`src/rtl/queue_policer.sv`:
```
module queue_policer #(
  parameter int NQ   = 4,
  parameter int DW   = 32,
  parameter int LENW = 16,
  parameter int TOKW = 20,
  parameter int IVW  = 16,
  parameter int CNTW = 8,
  localparam int QW  = (NQ > 1) ? $clog2(NQ) : 1,
  localparam int AW  = QW + 3,
  localparam int RW  = 32
) (
  input  logic            clk,
  input  logic            rst_n,
  input  logic            in_valid,
  input  logic            in_sop,
  input  logic            in_eop,
  input  logic [QW-1:0]   in_queue,
  input  logic [LENW-1:0] in_len,
  input  logic [DW-1:0]   in_data,
  output logic            out_valid,
  output logic            out_sop,
  output logic            out_eop,
  output logic [QW-1:0]   out_queue,
  output logic [DW-1:0]   out_data,
  input  logic            reg_wr,
  input  logic [AW-1:0]   reg_addr,
  input  logic [RW-1:0]   reg_wdata,
  output logic [RW-1:0]   reg_rdata
);
  // NQ is expected to be a power of two; TOKW >= LENW.
  localparam logic [2:0] F_CTRL = 3'd0;
  localparam logic [2:0] F_INC  = 3'd1;
  localparam logic [2:0] F_IVL  = 3'd2;
  localparam logic [2:0] F_DEP  = 3'd3;
  localparam logic [2:0] F_DROP = 3'd4;
  localparam logic [2:0] F_TOK  = 3'd5;

  logic [NQ-1:0]   byp;
  logic [TOKW-1:0] inc_r [NQ];
  logic [TOKW-1:0] dep_r [NQ];
  logic [TOKW-1:0] tok   [NQ];
  logic [IVW-1:0]  ivl   [NQ];
  logic [IVW-1:0]  tmr   [NQ];
  logic [CNTW-1:0] drops [NQ];
  logic            keep;

  wire [QW-1:0]   rq       = reg_addr[AW-1:3];
  wire [2:0]      rf       = reg_addr[2:0];
  wire            sop_in   = in_valid & in_sop;
  wire [TOKW-1:0] cost     = TOKW'(in_len);
  wire            fits     = tok[in_queue] >= cost;
  wire            pass_sop = byp[in_queue] | fits;
  wire            pass_now = in_sop ? pass_sop : keep;

  always_ff @(posedge clk or negedge rst_n) begin
    if (!rst_n) begin
      keep      <= 1'b0;
      out_valid <= 1'b0;
      out_sop   <= 1'b0;
      out_eop   <= 1'b0;
      out_queue <= '0;
      out_data  <= '0;
    end else begin
      if (sop_in) keep <= pass_sop;
      out_valid <= in_valid & pass_now;
      out_sop   <= in_sop;
      out_eop   <= in_eop;
      out_queue <= in_queue;
      out_data  <= in_data;
    end
  end

  for (genvar g = 0; g < NQ; g++) begin : g_bkt
    wire            hit   = sop_in && (in_queue == QW'(g));
    wire            take  = hit && !byp[g] && fits;
    wire            drop  = hit && !byp[g] && !fits;
    wire            wsel  = reg_wr && (rq == QW'(g));
    wire            tick  = (ivl[g] != '0) && (tmr[g] == ivl[g] - 1'b1);
    wire [TOKW-1:0] left  = tok[g] - (take ? cost : '0);
    wire [TOKW:0]   sum   = {1'b0, left} + {1'b0, inc_r[g]};
    wire [TOKW-1:0] fill  = !tick ? left :
                            (sum > {1'b0, dep_r[g]}) ? dep_r[g] : sum[TOKW-1:0];
    wire [TOKW-1:0] dep_n = (wsel && rf == F_DEP) ? reg_wdata[TOKW-1:0] : dep_r[g];
    wire [TOKW-1:0] tok_n = (fill > dep_n) ? dep_n : fill;

    always_ff @(posedge clk or negedge rst_n) begin
      if (!rst_n) begin
        byp[g]   <= 1'b1;
        inc_r[g] <= '0;
        dep_r[g] <= '0;
        ivl[g]   <= '0;
        tmr[g]   <= '0;
        tok[g]   <= '0;
        drops[g] <= '0;
      end else begin
        tok[g]   <= tok_n;
        dep_r[g] <= dep_n;
        if (wsel && rf == F_CTRL) byp[g]   <= reg_wdata[0];
        if (wsel && rf == F_INC)  inc_r[g] <= reg_wdata[TOKW-1:0];
        if (wsel && rf == F_IVL) begin
          ivl[g] <= reg_wdata[IVW-1:0];
          tmr[g] <= '0;
        end else if (tick)
          tmr[g] <= '0;
        else if (ivl[g] != '0)
          tmr[g] <= tmr[g] + 1'b1;
        if (drop && drops[g] != '1) drops[g] <= drops[g] + 1'b1;
      end
    end

    a_r3_tok_within_depth: assert property (@(posedge clk) disable iff (!rst_n)
      tok[g] <= dep_r[g]);
    a_r6_bypass_no_spend: assert property (@(posedge clk) disable iff (!rst_n)
      byp[g] && !(wsel && rf == F_DEP) |=> tok[g] >= $past(tok[g]));
    a_r7_drops_never_fall: assert property (@(posedge clk) disable iff (!rst_n)
      1'b1 |=> drops[g] >= $past(drops[g]));
  end

  always_comb begin
    reg_rdata = '0;
    case (rf)
      F_CTRL:  reg_rdata[0] = byp[rq];
      F_INC:   reg_rdata[TOKW-1:0] = inc_r[rq];
      F_IVL:   reg_rdata[IVW-1:0]  = ivl[rq];
      F_DEP:   reg_rdata[TOKW-1:0] = dep_r[rq];
      F_DROP:  reg_rdata[CNTW-1:0] = drops[rq];
      F_TOK:   reg_rdata[TOKW-1:0] = tok[rq];
      default: reg_rdata = '0;
    endcase
  end

  a_r9_out_needs_in: assert property (@(posedge clk) disable iff (!rst_n)
    out_valid |-> $past(in_valid));
  a_r2_short_drops: assert property (@(posedge clk) disable iff (!rst_n)
    sop_in && !byp[in_queue] && (tok[in_queue] < cost) |=> !out_valid);
endmodule

```
`config.mk`:
```
export PLATFORM = sky130hd
export DESIGN_NAME = queue_policer
export DESIGN_NICKNAME = d
export VERILOG_FILES = /design/src/rtl/queue_policer.sv
export SDC_FILE = /design/constraint.sdc
export NUM_CORES = 2
export LEC_CHECK = 0
export BUFFER_PORTS_ARGS = -buffer_cell sky130_fd_sc_hd__buf_2
export CORE_MARGIN = 5
export CORE_UTILIZATION = 55
export DETAILED_ROUTE_END_ITERATION = 16
export PLACE_DENSITY = 0.68
export SYNTH_ARGS = -nofsm -noshare
export SYNTH_HDL_FRONTEND = slang
export SYNTH_SLANG_ARGS = --single-unit
```
`constraint.sdc`:
```
create_clock -name clk -period 23.3 [get_ports clk]
set_input_delay 4.66 -clock clk [delete_from_list [all_inputs] [get_ports clk]]
set_output_delay 4.66 -clock clk [all_outputs]
set_load 0.05 [all_outputs]
```
==> metrics.md <==
| Metric | Value |
|---|---|
| Critical Path Max Stage Delay | around 960 ps |
| Final setup fails | 0 |
| Final ANT Viol Nets | 0 |
| Non-Filler Instances | ~4900 |
| Post-Place Cell Area | between 30000 and 40000 sq um |
| CTS tree | yes |
| Hold-fix buffers, CTS | 0 |
| Gr ovfl total | 0 |
| CP Capture Type | flip-flop |
| Final Instance Area | about 40000 sq um |
| 1st-pass router iterations | 5 |
| Worst Path Max Fanout | 26 |
| Number of synthesized flops with an enable pin | 0 |
| Leakage power | between 15 and 20 nW |
| Min-delay worst type | flip-flop to flip-flop |
| Fmax | 58.2 MHz |
| Tmin final | 17190 ps |
| Synth Area in Compound Gates | 0.147 |
| Post-Synth Simple-Gate Area | 0.151 |
| H-tree Lvls | 2 |
| Largest family of logic cells by synthesized area | multiplexers |
| Die height | between 200 and 300 um |
| Maximum vdd drop | 0.000157 V |
| Most common cell in the synthesized netlist | dfrtp_1 |
| Global Route Usage Sum | 0.317 |
| Routed WL | 117000 um |
| Critical Path Slowest Stage Cell | nor3_2 |
| Cells after Synth | just under 4000 |
| Top post-synthesis cells by count | dfrtp_1, ha_1, nand2_1, inv_1, mux2_2 |
| Syn avg cell area | about 9.4 sq um |
| Skew final | between 10 and 15 ps |
| Tcrit/Tclk final | 0.738 |
| Synth Area in XOR/XNOR | 0.0534 |
| Clock Pin Slew Worst Setup and Hold Paths | roughly 60 ps |
| Setup TNS | 0 ps |
| Fin. max-slew vios | 0 |
| WHS Endpoint | drops[21] |
| Die Wd | roughly 270 um |
| Vias | just over 30000 |
| Critical Path RT | 23810 ps |
| Worst hold path stage count | 1 |
| Reg2reg setup slack | 10230 ps |
| #FFs+latches synth | around 440 |
| Reg-to-reg endpoint | tok[33] |
| Yosys top cell by area | dfrtp_1 |
| Post-synth top area share | 0.297 |
| Cells on worst reg2reg path | between 40 and 50 |
| Tot Pwr | ~0.0070 W |
| Max_slew headroom | 0.162 |
| # port buffers | 137 |
| DIE AREA | ~72000 sq um |
| Post-Synth Adder-Cell Area | 0.122 |
| Post-synthesis cell type count | a little over 90 |
| Worst Max-Slew Pin Slew | ~1200 ps |
| P&R area growth vs syn | 9.26% |
| Core Footprint | 66900 sq um |
| Worst flop-to-flop path startpoint | tok[69] |
| Seq/Total Area, Yosys | 0.300 |
| Initial DRC count | around 3100 |
| Synth warn | 0 |
| Top cells by area, synth | dfrtp_1, ha_1, mux2_2 |
| Largest net degree at the start of global routing | 95 |
| Clk root buf | clkbuf_16 |
| Synth async-reset ratio | 1.00 |
| DR DRC count | 0 |
| Critical path type | input port to flip-flop |
| Most used cell, CP | a21oi_1 |
| Status | finished, final reports clean |
| Power Dens Cells | between 150 and 200 nW/um^2 |
| Post-synthesis mux area share | 0.178 |
| RSZ-0062 raised after global routing | no |
| # Max-Cap Violations | 0 |
| WL/cell | roughly 24 um |
| CTS Buf Count | 55 |
| Post-synth top flop | dfrtp_1 |
| Post CTS Setup Buffer Count | 0 |
| DR vias/cell | roughly 6.3 |
| CP Data Arrival Time | around 18000 ps |
| First-pass GRT wire length | between 150000 and 200000 um |
| Cell Area, Synth | between 30000 and 40000 sq um |
| Placed cells | around 4800 |
| Clock tree buffer depth | 3 |
| HPWL Detailed | ~92000 um |
| Clk_lat worst skew | about 630 ps |
| Nets | ~4400 |
| Initial antenna violation count | 5 |
| Share of cells above drive strength 1 | 0.168 |
| Startpoint types | input port |
| Site Rows | 95 |
| # clock sinks | 442 |
| Initial core utilization | 0.552 |
| Gpl congestion | 0.999 |
| Vias in the first global route | between 20000 and 30000 |
| Final hold viol count | 0 |
| Post-CTS Resized | 0 |
| Num ports | 162 |
| Hold Path Origin | drops[21] |
cell usage in the layout, fill, tap and decap left out, types with 13 or more instances in the layout:
cell type	n
o21a_1	28
nor3_1	83
mux2i_1	149
o31ai_1	18
ha_1	345
clkbuf_16	55
mux2_2	247
o21ai_0	244
nor3b_1	16
nand2_1	320
xor2_1	79
a221oi_1	14
xnor2_1	146
buf_2	134
inv_1	281
and4_1	17
nor2b_1	50
o21bai_1	13
and2_1	23
a21oi_1	209
a22o_1	29
dfrtp_1	438
o211ai_1	18
nor4_1	32
nand3b_1	15
o22ai_1	13
nor2_1	216
nand3_1	85
or2_2	15
buf_4	38
a31oi_1	30
a211oi_1	25
mux4_2	102
and3_1	60
a21o_1	79
or3_1	28
nand2b_1	36
nand4_1	57
how the worst max path moves through the flow:
stage / start / depth (start not counted) / end / slack, ps
2_1_floorplan: in_queue[0] / 43 / tok[10] / 7650
3_3_place_gp: in_queue[0] / 46 / tok[33] / 5840
3_5_place_dp: in_queue[0] / 49 / tok[39] / 5640
4_1_cts: in_queue[0] / 46 / tok[33] / 6250
5_1_grt: in_queue[0] / 46 / tok[32] / 5280
6_report: in_queue[0] / 49 / tok[33] / 6110
final cells by class:
class | instances | area, sq um
fill | 5834 | 26600
multi-input combinational | 3046 | 24100
sequential | 442 | 11100
clock buffer | 75 | 1570
tap | 873 | 1090
inverter | 283 | 1060
timing repair buffer | 174 | 982
clock inverter | 29 | 399
antenna | 10 | 25.0
report_power, final:
| part | switching, W | internal, W |
|---|---|---|
| Sequential | 0.000321 | 0.000959 |
| Combinational | 0.00266 | 0.00210 |
| Clock | 0.000370 | 0.000563 |
| Total | 0.00335 | 0.00362 |
metrics by stage:
step | setup WS (ps) | utilization | hold slack [ps]
final | 6110 | 0.603 | 489
after global routing | 5280 | 0.603 | 511
after CTS | 6250 | 0.602 | 490
after detailed placement | 5640 | 0.573 | 474
after global placement | 5840 | 0.573 | 467
after floorplan | 7650 | - | 445
flip-flops by register name, summed over array words and instances, names as in the netlist, 2 cells and up:
name and cells:
byp 4, dep_r 80, drops 32, out_queue 2, inc_r 80, tmr 64
ivl 64, tok 80, out_data 32
layer usage:
layer	global-route usage	wire length [um]	vias to the layer above
met5	0	0	-
li1	-	-	14500
met1	0.479	51900	15200
met4	0.0939	3870	0
met2	0.465	49100	1240
met3	0.0608	11800	181
worst max-delay path, delay by kind of cell:
kind	cells	cell delay, ps
AO/OA/AOI/OAI	20	5080
AND/OR/NAND/NOR	11	2650
adder cells (fa/ha/maj)	6	1630
multiplexers	4	1590
buffers and inverters	6	1450
XOR/XNOR	2	560
cell families (layout without fill, tap and decap cells):
family | after synthesis | count (layout)
and+or+nand+nor | 1106 | 1106
other | 1 | 22
DFF | 442 | 442
buffers and inverters | 460 | 561
AOI/OAI and AO/OA | 851 | 851
muxes | 498 | 498
xor gates and xnor gates | 225 | 225
adders and majority gates | 354 | 354
No activity file was read; power rests on OpenSTA's default activity.
